[src/rtl/pccfgPkg.sv]
package pccfgPkg;

  typedef enum logic [2:0] {
    SEL_ZERO = 3'd0,
    SEL_ROM  = 3'd1,
    SEL_OPT  = 3'd2,
    SEL_STAT = 3'd3,
    SEL_PIN  = 3'd4
  } rdSel_e;

  // strobes from the decoder to the register datapath
  typedef struct packed {
    logic   rdEn;
    rdSel_e rdSel;
    logic   wrOpt;
    logic   wrStat;
    logic   wrPin;
  } cfgStrb_t;

  localparam logic [7:0] OPT_KEEP_MASK  = 8'hCF;
  localparam logic [7:0] STAT_HOLD_MASK = 8'h82;
  localparam logic [7:0] STAT_LOAD_MASK = 8'h74;
  localparam logic [7:0] PIN_FIXED_BITS = 8'h0C;
  localparam int OPT_SRST_BIT   = 7;
  localparam int STAT_INT_BIT   = 1;
  localparam int STAT_PWRDN_BIT = 2;
  localparam int PIN_RDYCHG_BIT = 5;

  localparam int OFS_OPT  = 0;
  localparam int OFS_STAT = 2;
  localparam int OFS_PIN  = 4;

  // card-information ROM contents, computed rather than tabulated
  function automatic logic [7:0] romByte(input int unsigned idx);
    logic [31:0] t;
    t = idx * 32'd29 + 32'd90;
    return t[7:0];
  endfunction

endpackage

[src/rtl/pccfgCtl.sv]
module pccfgCtl
  import pccfgPkg::*;
#(
  parameter int ADDR_W   = 12,
  parameter int CFG_BASE = 'h200,
  parameter int ROM_LEN  = 64
) (
  input  logic              attrRd,
  input  logic              attrWr,
  input  logic [ADDR_W-1:0] attrAddr,
  output cfgStrb_t          strb
);

  localparam logic [ADDR_W-1:0] BASE_A = ADDR_W'(CFG_BASE);

  logic              belowBase;
  logic              romHit;
  logic [ADDR_W-1:0] ofs;

  assign belowBase = attrAddr < BASE_A;
  assign ofs       = attrAddr - BASE_A;

  generate
    if (ROM_LEN >= CFG_BASE) begin : gFullRom
      assign romHit = 1'b1;
    end else begin : gPartRom
      assign romHit = attrAddr < ADDR_W'(ROM_LEN);
    end
  endgenerate

  always_comb begin
    strb        = '0;
    strb.rdEn   = attrRd;
    strb.rdSel  = SEL_ZERO;
    if (belowBase) begin
      strb.rdSel = romHit ? SEL_ROM : SEL_ZERO;
    end else begin
      unique case (ofs)
        ADDR_W'(OFS_OPT): begin
          strb.rdSel = SEL_OPT;
          strb.wrOpt = attrWr;
        end
        ADDR_W'(OFS_STAT): begin
          strb.rdSel  = SEL_STAT;
          strb.wrStat = attrWr;
        end
        ADDR_W'(OFS_PIN): begin
          strb.rdSel = SEL_PIN;
          strb.wrPin = attrWr;
        end
        default: strb.rdSel = SEL_ZERO;
      endcase
    end
  end

endmodule

[src/rtl/pccfgDp.sv]
module pccfgDp
  import pccfgPkg::*;
#(
  parameter int ADDR_W = 12
) (
  input  logic              clk,
  input  logic              rstN,
  input  cfgStrb_t          strb,
  input  logic [ADDR_W-1:0] romIdx,
  input  logic [7:0]        wrData,
  input  logic              devCtrlIntDis,
  input  logic              devCtrlSoftRst,
  input  logic              coreIrq,
  output logic [7:0]        rdData,
  output logic [5:0]        addrMode,
  output logic              coreReset,
  output logic              cardIrq
);

  logic [7:0] optReg,  optNext;
  logic [7:0] statReg, statNext;
  logic       rdyChg,  rdyChgNext;
  logic       rstNext;
  logic [7:0] rdNext;
  logic       softRstWr;

  assign softRstWr = strb.wrOpt & wrData[OPT_SRST_BIT];

  always_comb begin
    optNext    = optReg;
    statNext   = statReg;
    rdyChgNext = rdyChg;
    rstNext    = 1'b0;
    if (strb.wrOpt) begin
      optNext = wrData & OPT_KEEP_MASK;
      if (softRstWr) begin
        statNext   = '0;
        rdyChgNext = 1'b0;
        rstNext    = 1'b1;
      end
    end else if (strb.wrStat) begin
      if (statReg[STAT_PWRDN_BIT] != wrData[STAT_PWRDN_BIT])
        rdyChgNext = 1'b1;
      statNext = (statReg & STAT_HOLD_MASK) | (wrData & STAT_LOAD_MASK);
    end else if (strb.wrPin) begin
      rdyChgNext = rdyChg;
    end
    statNext[STAT_INT_BIT] = softRstWr ? 1'b0 : coreIrq;
  end

  always_comb begin
    unique case (strb.rdSel)
      SEL_ROM:  rdNext = romByte(32'(romIdx));
      SEL_OPT:  rdNext = optReg;
      SEL_STAT: begin
        rdNext = statReg;
        if (devCtrlIntDis) rdNext[STAT_INT_BIT] = 1'b0;
      end
      SEL_PIN:  rdNext = PIN_FIXED_BITS | {2'b00, rdyChg, 5'b00000};
      default:  rdNext = 8'h00;
    endcase
  end

  always_ff @(posedge clk or negedge rstN) begin
    if (!rstN) begin
      optReg    <= '0;
      statReg   <= '0;
      rdyChg    <= 1'b0;
      coreReset <= 1'b0;
      rdData    <= '0;
    end else begin
      optReg    <= optNext;
      statReg   <= statNext;
      rdyChg    <= rdyChgNext;
      coreReset <= rstNext;
      if (strb.rdEn) rdData <= rdNext;
    end
  end

  assign addrMode = optReg[5:0];
  assign cardIrq  = ~statReg[STAT_INT_BIT] & ~devCtrlIntDis
                  & ~devCtrlSoftRst & ~optReg[OPT_SRST_BIT];

endmodule

[src/rtl/pcCardCfgRegs.sv]
module pcCardCfgRegs
  import pccfgPkg::*;
#(
  parameter int ADDR_W   = 12,
  parameter int CFG_BASE = 'h200,
  parameter int ROM_LEN  = 64
) (
  input  logic              clk,
  input  logic              rstN,
  input  logic              attrRd,
  input  logic              attrWr,
  input  logic [ADDR_W-1:0] attrAddr,
  input  logic [7:0]        attrWrData,
  input  logic              devCtrlIntDis,
  input  logic              devCtrlSoftRst,
  input  logic              coreIrq,
  output logic [7:0]        attrRdData,
  output logic [5:0]        addrMode,
  output logic              coreReset,
  output logic              cardIrq
);

  cfgStrb_t strb;

  pccfgCtl #(
    .ADDR_W  (ADDR_W),
    .CFG_BASE(CFG_BASE),
    .ROM_LEN (ROM_LEN)
  ) uCtl (
    .attrRd  (attrRd),
    .attrWr  (attrWr),
    .attrAddr(attrAddr),
    .strb    (strb)
  );

  pccfgDp #(
    .ADDR_W(ADDR_W)
  ) uDp (
    .clk           (clk),
    .rstN          (rstN),
    .strb          (strb),
    .romIdx        (attrAddr),
    .wrData        (attrWrData),
    .devCtrlIntDis (devCtrlIntDis),
    .devCtrlSoftRst(devCtrlSoftRst),
    .coreIrq       (coreIrq),
    .rdData        (attrRdData),
    .addrMode      (addrMode),
    .coreReset     (coreReset),
    .cardIrq       (cardIrq)
  );

endmodule

[config.mk]
export PLATFORM = sky130hd
export DESIGN_NAME = pcCardCfgRegs
export DESIGN_NICKNAME = d
export VERILOG_FILES = /design/src/rtl/pccfgPkg.sv /design/src/rtl/pccfgCtl.sv /design/src/rtl/pccfgDp.sv /design/src/rtl/pcCardCfgRegs.sv
export SDC_FILE = /design/constraint.sdc
export NUM_CORES = 1
export LEC_CHECK = 0
export ABC_AREA = 1
export BUFFER_PORTS_ARGS = -buffer_cell sky130_fd_sc_hd__buf_2
export CORE_MARGIN = 1.5
export CORE_UTILIZATION = 50
export CTS_BUF_LIST = sky130_fd_sc_hd__clkbuf_4 sky130_fd_sc_hd__clkbuf_8
export DETAILED_ROUTE_END_ITERATION = 8
export GPL_TIMING_DRIVEN = 0
export PLACE_DENSITY_LB_ADDON = 0.2
export SLEW_MARGIN = 20
export SYNTH_ARGS = -nofsm -noshare
export SYNTH_HDL_FRONTEND = slang
export SYNTH_HIERARCHICAL = 1
export SYNTH_SLANG_ARGS = --single-unit
[constraint.sdc]
create_clock -name clk -period 0.91 [get_ports clk]
set_input_delay 0.091 -clock clk [delete_from_list [all_inputs] [get_ports clk]]
set_output_delay 0.091 -clock clk [all_outputs]
set_load 0.005 [all_outputs]
==> results of run 1 <==
final timing paths:
path | cells after the start | slack (ps) | startpoint | to
setup / recovery | 19 | -1630 | attrAddr[3] | uDp/rdData[7]$_DFFE_PN0P_
min in group asynchronous | 2 | 260 | rstN | uDp/rdData[4]$_DFFE_PN0P_
setup reg to reg | 3 | -160 | uDp/optReg[3]$_DFFE_PN0P_ | uDp/rdData[3]$_DFFE_PN0P_
hold / removal | 3 | 30 | attrRd | uDp/rdData[0]$_DFFE_PN0P_
hold reg to reg | 2 | 500 | uDp/rdyChg$_DFFE_PN0P_ | uDp/rdyChg$_DFFE_PN0P_
max in group asynchronous | 2 | 340 | rstN | uDp/optReg[6]$_DFFE_PN0P_
metrics by stage:
stage	cells	util (%)	setup TNS [ps]	power (mW)
after global routing	362	82.3	-13690	2.97
after global placement	325	66.5	-17580	2.00
after detailed placement	325	66.5	-18140	2.03
after CTS	352	78.9	-9200	2.71
final	362	82.3	-12070	2.75
after floorplan	240	-	-11070	1.77
area by class of cell:
type,count,area (µm²),area share [%]
inverter,47,224,8.09
timing repair buffer,74,578,20.9
clock buffer,4,30.0,1.08
multi-input combinational,163,1290,46.7
buffer,7,60.1,2.17
sequential,21,526,19.0
tap,46,57.6,2.08
where the power goes:
group | leakage, nW | switching (mW) | total [mW] | internal [mW]
clock network | 0.0184 | 0.272 | 0.473 | 0.201
logic | 1.20 | 0.650 | 1.33 | 0.679
registers | 0.265 | 0.00609 | 0.950 | 0.944
total | 1.49 | 0.928 | 2.75 | 1.82
registers in the layout (all words and copies together), names as in the netlist:
name,cells
uDp/rdyChg,1
uDp/coreReset,1
uDp/rdData,8
uDp/statReg,5
uDp/optReg,6
layer usage:
metal	part of all wire [%]	track usage, %	wire (µm)
met1	41	27.6	1860
met2	53	44.7	2420
met3	3.7	4.17	168
met4	1.8	7.50	81
met5	0	0	0
critical path, stage by stage:
cell and delay, ps:
buf_12 90, inv_12 30, fa_1 520, inv_1 50
fa_1 490, inv_2 40, fa_1 490, inv_2 50
ha_4 220, nand2_1 60, nor2_1 30, nor2_1 140
nand3_2 90, nand2_2 80, nand2_1 50, nand3_1 80
nand2_1 50, nand2_1 50, nand2_1 40
repair_timing:
item | 4_1_cts | 5_1_grt
pin swaps | 18 | 14
buffers inserted | 18 | 9
setup endpoints to repair | 34 | 35
cloned | 0 | 0
hold buffers | 7 | 1
endpoints found under the hold margin | 27 | 1
gates resized for setup | 52 | 8
==> summary.json, run 1 <==
{
  "run_status": {"value": "complete, but fails checks"},
  "violations": {"value": "setup timing"},
  "layout.filler_cells": {"value": 225},
  "cts_made_buffers": {"value": 3},
  "detailedRoute.firstPassIterationCount": {"value": 4},
  "slew_viol_final": {"value": 0},
  "antenna-diode-count": {"value": 0},
  "grt_max_degree": {"value": 22},
  "cp_data_required_time": {"value": 1120, "unit": "ps"},
  "post_route_cells_drive_above_1_share": {"value": 45.9, "unit": "%"},
  "worst-setup-path-type": {"value": "in2reg"},
  "postRouteAntennaNets": {"value": 0},
  "worst_ep_arrival_time": {"value": 2750, "unit": "ps"},
  "area.growth.synth_to_final": {"value": 57.2, "unit": "%"},
  "final_nets": {"value": 365},
  "global_route_wire_length_before_repair": {"value": 7.40, "unit": "mm"},
  "cts_clock_pin_slew_for_the_worst_setup_and_hold_paths": {"value": 110, "unit": "ps"},
  "number_of_failing_hold_endpoints_at_the_final_stage": {"value": 0},
  "cp-start-kind": {"value": "primary input"},
  "gr-usage-all-layers": {"value": 23.9, "unit": "%"},
  "die_area": {"value": 3890, "unit": "µm²"},
  "yosysWarningCount": {"value": 6},
  "rsz0062_at_grt": {"value": "yes"},
  "tritoncts_clock_tree": {"value": "yes"},
  "drc": {"value": 0},
  "finalSetupViolCount": {"value": 31},
  "p_leak": {"value": 1.49, "unit": "nW"},
  "post_drt_via_cell_ratio": {"value": 4.88},
  "cts_root_buffer": {"value": "clkbuf_4"},
  "syn-mean-instance-area": {"value": 7.37, "unit": "µm²"},
  "grt_pass1_vias": {"value": 1741},
  "die_width": {"value": 62.3, "unit": "µm"},
  "drt-total-wl": {"value": 4.53, "unit": "mm"},
  "post-place-ws": {"value": -2160, "unit": "ps"},
  "clkLatencyLatePin": {"value": 300, "unit": "ps"},
  "finalWorstPathRequiredPeriod": {"value": 2540, "unit": "ps"},
  "numPortBuffers": {"value": 39},
  "power_per_cell_area": {"value": 994, "unit": "nW/µm²"},
  "layout.cells.most_common": {"value": "nand2_1"},
  "layout_setup_ws": {"value": -1630, "unit": "ps"},
  "gr-total-overflow": {"value": 0},
  "cts_max_level": {"value": 1},
  "dp.final_hpwl": {"value": 3.01, "unit": "mm"},
  "max-vdd-ir-drop": {"value": 0.000989, "unit": "V"},
  "final_cell_mix": {"value": "nand2_1 (61), buf_2 (31), inv_1 (29)"},
  "post_drt_wl_per_cell": {"value": 12.5, "unit": "µm"},
  "placed_area": {"value": 2240, "unit": "µm²"},
  "core_area": {"value": 3360, "unit": "µm²"},
  "max-clock-path-buffers": {"value": 2},
  "post_route_design_area": {"value": 2770, "unit": "µm²"},
  "finalWeightedCongestion": {"value": 0.785},
  "crit_path_end_kind": {"value": "register"},
  "finClkSkew": {"value": 1.85, "unit": "ps"},
  "vias": {"value": 1767},
  "clock_sink_count": {"value": 21},
  "whs": {"value": 30.8, "unit": "ps"},
  "io_pins": {"value": 43},
  "initial_core_util": {"value": 52.3, "unit": "%"},
  "syn-instance-count": {"value": 239},
  "rows": {"value": 21},
  "min_period_over_period": {"value": 279, "unit": "%"},
  "critical_path_peak_fanout": {"value": 4},
  "max_cap_violations": {"value": 0},
  "drt_initial_violations": {"value": 39},
  "synth_area": {"value": 1760, "unit": "µm²"},
  "grt_antenna_before_repair": {"value": 0},
  "fp.dieH": {"value": 62.3, "unit": "µm"},
  "hold_path.class": {"value": "in2reg"},
  "max_clock_freq": {"value": 394, "unit": "MHz"}
}
Note: power is estimated with default switching activity, not from simulation.
==> inputs of run 2 (changes only) <==
ABC_AREA = not set   (was 1)
BUFFER_PORTS_ARGS = -buffer_cell sky130_fd_sc_hd__clkbuf_2   (was -buffer_cell sky130_fd_sc_hd__buf_2)
==> run 2 against run 1 <==
Effect of this change: the run ends with hold timing, setup timing left; maximum frequency fell by 5.1%; clock power rose by 5.5%; clock skew rose by 11 ps; sequential power rose by 0.8%; register-to-register slack got worse by 170 ps; utilization fell by 1.0 points; power fell by 1.8%; critical path depth fell by 6; via count fell by 16%; non-clock buffer count fell by 3; global-route usage fell by 1.4 points.
==> summary.json, run 2 <==
{
  "run_status": {"value": "complete, but fails checks"},
  "violations": {"value": "hold timing, setup timing"},
  "grt_pass1_vias": {"value": 1404},
  "share_seq_of_total_power": {"value": 35.4, "unit": "%"},
  "max-clock-path-buffers": {"value": 2},
  "worst_ep_arrival_time": {"value": 2900, "unit": "ps"},
  "switching_power": {"value": 0.915, "unit": "mW"},
  "worstHoldPathCells": {"value": 2},
  "dp.final_hpwl": {"value": 2.83, "unit": "mm"},
  "critical_path_peak_fanout": {"value": 2},
  "worstSetupPathDepth": {"value": 13},
  "slew_viol_final": {"value": 0},
  "crit_path_end_kind": {"value": "register"},
  "min_period_over_period": {"value": 294, "unit": "%"},
  "syn-mean-instance-area": {"value": 10.4, "unit": "µm²"},
  "clkLatencyLatePin": {"value": 320, "unit": "ps"},
  "core_area": {"value": 3130, "unit": "µm²"},
  "max-vdd-ir-drop": {"value": 0.000764, "unit": "V"},
  "initial_core_util": {"value": 54.3, "unit": "%"},
  "whs": {"value": -12.8, "unit": "ps"},
  "vias": {"value": 1482},
  "finalWorstPathRequiredPeriod": {"value": 2680, "unit": "ps"},
  "die_area": {"value": 3760, "unit": "µm²"},
  "path_delay_family": {"value": "adder cells"},
  "power.clock.fraction": {"value": 18.4, "unit": "%"},
  "number_of_failing_hold_endpoints_at_the_final_stage": {"value": 4},
  "numPortBuffers": {"value": 39},
  "post_route_cells_drive_above_1_share": {"value": 53.4, "unit": "%"},
  "worstReg2RegStart": {"value": "uDp/statReg[2]$_DFFE_PN0P_"},
  "internal_power_consumption": {"value": 1.79, "unit": "mW"},
  "drt-total-wl": {"value": 4.49, "unit": "mm"},
  "grt_max_degree": {"value": 22},
  "gr-total-overflow": {"value": 0},
  "rr_endpoint": {"value": "uDp/rdData[2]$_DFFE_PN0P_"},
  "worst-setup-path-type": {"value": "in2reg"},
  "cts_root_buffer": {"value": "clkbuf_4"},
  "worstMarginPinSlew": {"value": 555, "unit": "ps"},
  "layout.cells.most_common": {"value": "clkbuf_2"},
  "cts_made_buffers": {"value": 3},
  "finalSetupViolCount": {"value": 27},
  "area.growth.synth_to_final": {"value": 49.6, "unit": "%"},
  "reg2reg_depth": {"value": 4},
  "cts_clock_pin_slew_for_the_worst_setup_and_hold_paths": {"value": 120, "unit": "ps"},
  "tritoncts_clock_tree": {"value": "yes"},
  "die_width": {"value": 61.3, "unit": "µm"},
  "comb_power_share": {"value": 46.1, "unit": "%"},
  "antenna-diode-count": {"value": 0},
  "cp_data_required_time": {"value": 1140, "unit": "ps"},
  "fp.dieH": {"value": 61.3, "unit": "µm"},
  "finalWeightedCongestion": {"value": 0.822},
  "post_drt_via_cell_ratio": {"value": 5.33},
  "max_cap_violations": {"value": 0},
  "worst_slew_margin_rel": {"value": 63.0, "unit": "%"},
  "final_cell_mix": {"value": "clkbuf_2 (29), buf_4 (25), dfrtp_1 (21)"},
  "path_buf_inv": {"value": 5},
  "clock_sink_count": {"value": 21},
  "gr-usage-all-layers": {"value": 22.5, "unit": "%"},
  "post_drt_wl_per_cell": {"value": 16.2, "unit": "µm"},
  "layout.filler_cells": {"value": 181},
  "cts_max_level": {"value": 1},
  "syn-instance-count": {"value": 163},
  "drt_initial_violations": {"value": 37},
  "cp-start-kind": {"value": "primary input"},
  "switching_portion_of_total_power": {"value": 33.8, "unit": "%"},
  "io_pins": {"value": 43},
  "max_clock_freq": {"value": 374, "unit": "MHz"},
  "synth_area": {"value": 1700, "unit": "µm²"},
  "rows": {"value": 20},
  "cp_cell_sequence": {"value": "clkbuf_16, inv_12, fa_1, inv_2, fa_1, inv_2, fa_1, inv_2, ha_4, a21o_1, a21oi_2, xnor3_1, o31ai_2"},
  "hold_path.class": {"value": "in2reg"},
  "reg_top3": {"value": "uDp/rdData: 8 flops, uDp/optReg: 6 flops, uDp/statReg: 5 flops"},
  "yosysWarningCount": {"value": 6},
  "drc": {"value": 0},
  "timing.critical_path.slowest_cell_delay": {"value": 540, "unit": "ps"},
  "layout_setup_ws": {"value": -1770, "unit": "ps"},
  "p_leak": {"value": 1.23, "unit": "nW"},
  "regMostFlops": {"value": "uDp/rdData"},
  "global_route_wire_length_before_repair": {"value": 6.27, "unit": "mm"},
  "finClkSkew": {"value": 12.7, "unit": "ps"},
  "rsz0062_at_grt": {"value": "yes"},
  "largest_register_ffs": {"value": 8},
  "hold_path.startpoint": {"value": "coreIrq"},
  "postRouteAntennaNets": {"value": 0},
  "grt_antenna_before_repair": {"value": 0},
  "slowest_stage_cell_crit_path": {"value": "fa_1"},
  "detailedRoute.firstPassIterationCount": {"value": 4},
  "totalNegativeSetupSlack": {"value": -19870, "unit": "ps"},
  "hold-path-endpoint": {"value": "uDp/statReg[1]$_DFF_PN0_"},
  "power_per_cell_area": {"value": 1060, "unit": "nW/µm²"},
  "worst-r2r-setup-slack": {"value": -330, "unit": "ps"},
  "final_nets": {"value": 283}
}
[run 2: how the worst max path moves through the flow]
stage | to | slack (ps) | startpoint
finish | uDp/rdData[7]$_DFFE_PN0P_ | -1770 | attrAddr[1]
CTS | uDp/rdData[7]$_DFFE_PN0P_ | -1800 | attrAddr[1]
detailed placement | uDp/rdData[7]$_DFFE_PN0P_ | -2280 | attrAddr[1]
global placement | uDp/rdData[7]$_DFFE_PN0P_ | -2220 | attrAddr[1]
global route | uDp/rdData[7]$_DFFE_PN0P_ | -1820 | attrAddr[1]
floorplan | uDp/rdData[7]$_DFFE_PN0P_ | -1810 | attrAddr[1]
[run 2: power groups by stage]
stage | Combinational, mW | Sequential, mW | Clock, mW
after floorplan | 0.748 | 0.975 | 0
after global placement | 0.978 | 0.974 | 0
after detailed placement | 1.02 | 0.976 | 0
after CTS | 1.12 | 0.957 | 0.487
after global routing | 1.35 | 0.960 | 0.532
final | 1.25 | 0.958 | 0.499
[run 2: cell type report]
type	instances	area [µm²]	area share (%)
Multi-Input combinational cell	111	1200	47.3
Sequential cell	21	526	20.7
Timing Repair Buffer	66	526	20.7
Inverter	20	104	4.08
Buffer	12	100	3.94
Tap cell	44	55.1	2.17
Clock buffer	4	30.0	1.18
[run 2: per-layer routing]
metal | track usage, % | part of all wire, % | vias up | wire [µm]
li1 | - | - | 704 | -
met1 | 29.9 | 42 | 719 | 1890
met2 | 38.9 | 51 | 51 | 2280
met3 | 4.20 | 5.4 | 8 | 241
met4 | 3.73 | 1.8 | 0 | 79
met5 | 0 | 0 | - | 0
[run 2: repair_timing]
item,4_1_cts,5_1_grt
cloned,1,0
gates resized for setup,15,43
setup buffers,8,17
pin swaps,10,20
hold buffers,1,0
hold endpoints to repair,21,0
endpoints found under the setup margin,29,34
[run 2: through the flow]
stage | cell area [µm²] | power (mW) | utilization (%) | cells | setup slack, ps
after floorplan | 1800 | 1.72 | - | 164 | -1810
after global placement | 2050 | 1.95 | 65.5 | 247 | -2220
after detailed placement | 2050 | 1.99 | 65.5 | 247 | -2280
after CTS | 2230 | 2.56 | 71.4 | 261 | -1800
after global routing | 2540 | 2.84 | 81.3 | 278 | -1820
final | 2540 | 2.70 | 81.3 | 278 | -1770
==> inputs of run 3 (changes only) <==
CELL_PAD_IN_SITES_DETAIL_PLACEMENT = 1   (was not set)
CELL_PAD_IN_SITES_GLOBAL_PLACEMENT = 1   (was not set)
CORE_UTILIZATION = 38   (was 50)
PLACE_DENSITY = 0.76   (was not set)
PLACE_DENSITY_LB_ADDON = not set   (was 0.2)
==> run 3 against run 2 <==
Effect of this change: the flow finishes with violations (setup timing); clock skew is 10 ps lower; setup slack worse by 46 ps; design area rose by 0.30%; first-iteration DRC count down 22%; critical path type unchanged; largest cell class unchanged.
==> summary.json, run 3 (synthesis gave the netlist of run 2 again) <==
{
  "run_status": {"value": "complete, but fails checks"},
  "violations": {"value": "setup timing"},
  "antenna-diode-count": {"value": 0},
  "finClkSkew": {"value": 2.66, "unit": "ps"},
  "rsz0062_at_grt": {"value": "yes"},
  "critical_path_peak_fanout": {"value": 2},
  "initial_core_util": {"value": 39.3, "unit": "%"},
  "worst-setup-path-type": {"value": "in2reg"},
  "global_route_wire_length_before_repair": {"value": 8.06, "unit": "mm"},
  "post_drt_via_cell_ratio": {"value": 5.15},
  "die_width": {"value": 69.9, "unit": "µm"},
  "layout_setup_ws": {"value": -1810, "unit": "ps"},
  "utilization": {"value": 59.0, "unit": "%"},
  "clkLatencyLatePin": {"value": 260, "unit": "ps"},
  "worstMarginPinSlew": {"value": 529, "unit": "ps"},
  "slew_viol_final": {"value": 0},
  "io_pins": {"value": 43},
  "final_cell_mix": {"value": "clkbuf_2 (32), dfrtp_1 (21), buf_4 (17)"},
  "gr-usage-all-layers": {"value": 20.5, "unit": "%"},
  "drt_initial_violations": {"value": 29},
  "grt_pass1_vias": {"value": 1656},
  "postRouteAntennaNets": {"value": 0},
  "power_per_cell_area": {"value": 1120, "unit": "nW/µm²"},
  "max_clock_freq": {"value": 367, "unit": "MHz"},
  "reg_top3": {"value": "uDp/rdData: 8 flops, uDp/optReg: 6 flops, uDp/statReg: 5 flops"},
  "finalWeightedCongestion": {"value": 0.798},
  "final_nets": {"value": 278},
  "crit_path_end_kind": {"value": "register"},
  "cts_clock_pin_slew_for_the_worst_setup_and_hold_paths": {"value": 80, "unit": "ps"},
  "clock_sink_count": {"value": 21},
  "cp_data_required_time": {"value": 1080, "unit": "ps"},
  "dp.final_hpwl": {"value": 3.55, "unit": "mm"},
  "core_area": {"value": 4320, "unit": "µm²"},
  "cts_made_buffers": {"value": 3},
  "area.growth.synth_to_final": {"value": 50.1, "unit": "%"},
  "vias": {"value": 1447},
  "die_area": {"value": 4880, "unit": "µm²"},
  "layout.filler_cells": {"value": 475},
  "finalSetupViolCount": {"value": 26},
  "hold_path.class": {"value": "in2reg"},
  "post_route_cells_drive_above_1_share": {"value": 53.3, "unit": "%"},
  "p_leak": {"value": 1.24, "unit": "nW"},
  "finish.cell_count_without_fillers": {"value": 281},
  "detailedRoute.firstPassIterationCount": {"value": 4},
  "routed-wl-met3": {"value": 127, "unit": "µm"},
  "max-clock-path-buffers": {"value": 2},
  "cp-start-kind": {"value": "primary input"},
  "met2RoutedLength": {"value": 2.71, "unit": "mm"},
  "tritoncts_clock_tree": {"value": "yes"},
  "max_cap_violations": {"value": 0},
  "multiInputGateArea": {"value": 1230, "unit": "µm²"},
  "drc": {"value": 0},
  "cts_root_buffer": {"value": "clkbuf_8"},
  "worst_slew_margin_rel": {"value": 64.7, "unit": "%"},
  "regMostFlops": {"value": "uDp/rdData"},
  "worst_ep_arrival_time": {"value": 2890, "unit": "ps"},
  "gr-total-overflow": {"value": 0},
  "layout.cells.most_common": {"value": "clkbuf_2"},
  "grt_max_degree": {"value": 22},
  "numPortBuffers": {"value": 39},
  "fp.dieH": {"value": 69.9, "unit": "µm"},
  "largest_register_ffs": {"value": 8},
  "drt-total-wl": {"value": 4.75, "unit": "mm"},
  "rows": {"value": 24},
  "seq_area": {"value": 526, "unit": "µm²"},
  "route.layer.met1.wl": {"value": 1.89, "unit": "mm"},
  "max-vdd-ir-drop": {"value": 0.000830, "unit": "V"},
  "post_layout_total_power": {"value": 2.87, "unit": "mW"},
  "min_period_over_period": {"value": 299, "unit": "%"},
  "grt_antenna_before_repair": {"value": 0},
  "dp_cells": {"value": 255},
  "cts_max_level": {"value": 1},
  "finalWorstPathRequiredPeriod": {"value": 2720, "unit": "ps"},
  "number_of_failing_hold_endpoints_at_the_final_stage": {"value": 0},
  "post_drt_wl_per_cell": {"value": 16.9, "unit": "µm"},
  "dr.max_layer_used": {"value": "met4"}
}
-- run 3: repair_timing --
item,4_1_cts,5_1_grt
resized for setup,41,16
hold endpoints to repair,21,0
gates cloned,1,0
setup endpoints to repair,26,26
setup buffers,18,3
pin swaps,26,10
hold buffers,1,0
-- run 3: through the flow --
| stage | cell area, µm² | TNS, ps | setup WS, ps | hold slack, ps |
|---|---|---|---|---|
| finish | 2550 | -21140 | -1810 | 57.1 |
| global route | 2550 | -22590 | -1890 | 49.5 |
| CTS | 2470 | -21380 | -1930 | 52.8 |
| detailed placement | 2060 | -26390 | -2360 | 98.4 |
| global placement | 2060 | -25380 | -2260 | 88.3 |
| floorplan | 1800 | -18050 | -1810 | -205 |
-- run 3: power breakdown --
group	switching (mW)	internal, mW
Sequential	0.00936	0.948
Clock	0.309	0.305
Combinational	0.609	0.686
Total	0.927	1.94
-- run 3: layout make-up --
type	instances	share of cell area, %
plain buffers	12	3.93
clock buffers	3	1.62
clock inverters	1	0.196
inverters	20	3.83
multi-input cells	111	48.3
flip-flops and latches	21	20.6
well taps	52	2.55
repair buffers	61	18.9
-- run 3: per-layer routing --
layer  vias up  global-route usage, %
met5         -                      0
met2        29                   40.1
li1        689                      -
met4         0                   4.27
met3         2                   1.88
met1       727                   24.0
-- run 3: worst paths after layout --
kind | startpoint | to | slack, ps | cells after the start
worst max register to register | uDp/optReg[2]$_DFFE_PN0P_ | uDp/rdData[2]$_DFFE_PN0P_ | -260 | 4
worst min-delay path | attrWrData[4] | uDp/statReg[4]$_DFFE_PN0P_ | 60 | 2
max in group asynchronous | rstN | uDp/rdData[7]$_DFFE_PN0P_ | 210 | 2
min in group asynchronous | rstN | uDp/rdData[2]$_DFFE_PN0P_ | 340 | 2
worst max-delay path | attrAddr[2] | uDp/rdData[7]$_DFFE_PN0P_ | -1810 | 13
worst min register to register | uDp/rdData[2]$_DFFE_PN0P_ | uDp/rdData[2]$_DFFE_PN0P_ | 490 | 1
-- run 3: critical path, stage by stage --
cell,delay (ps)
clkbuf_16,110
inv_6,30
fa_1,540
inv_1,60
fa_1,500
inv_2,50
fa_1,500
inv_2,50
ha_4,230
a21o_1,160
a21oi_2,120
xnor3_1,250
o31ai_2,200
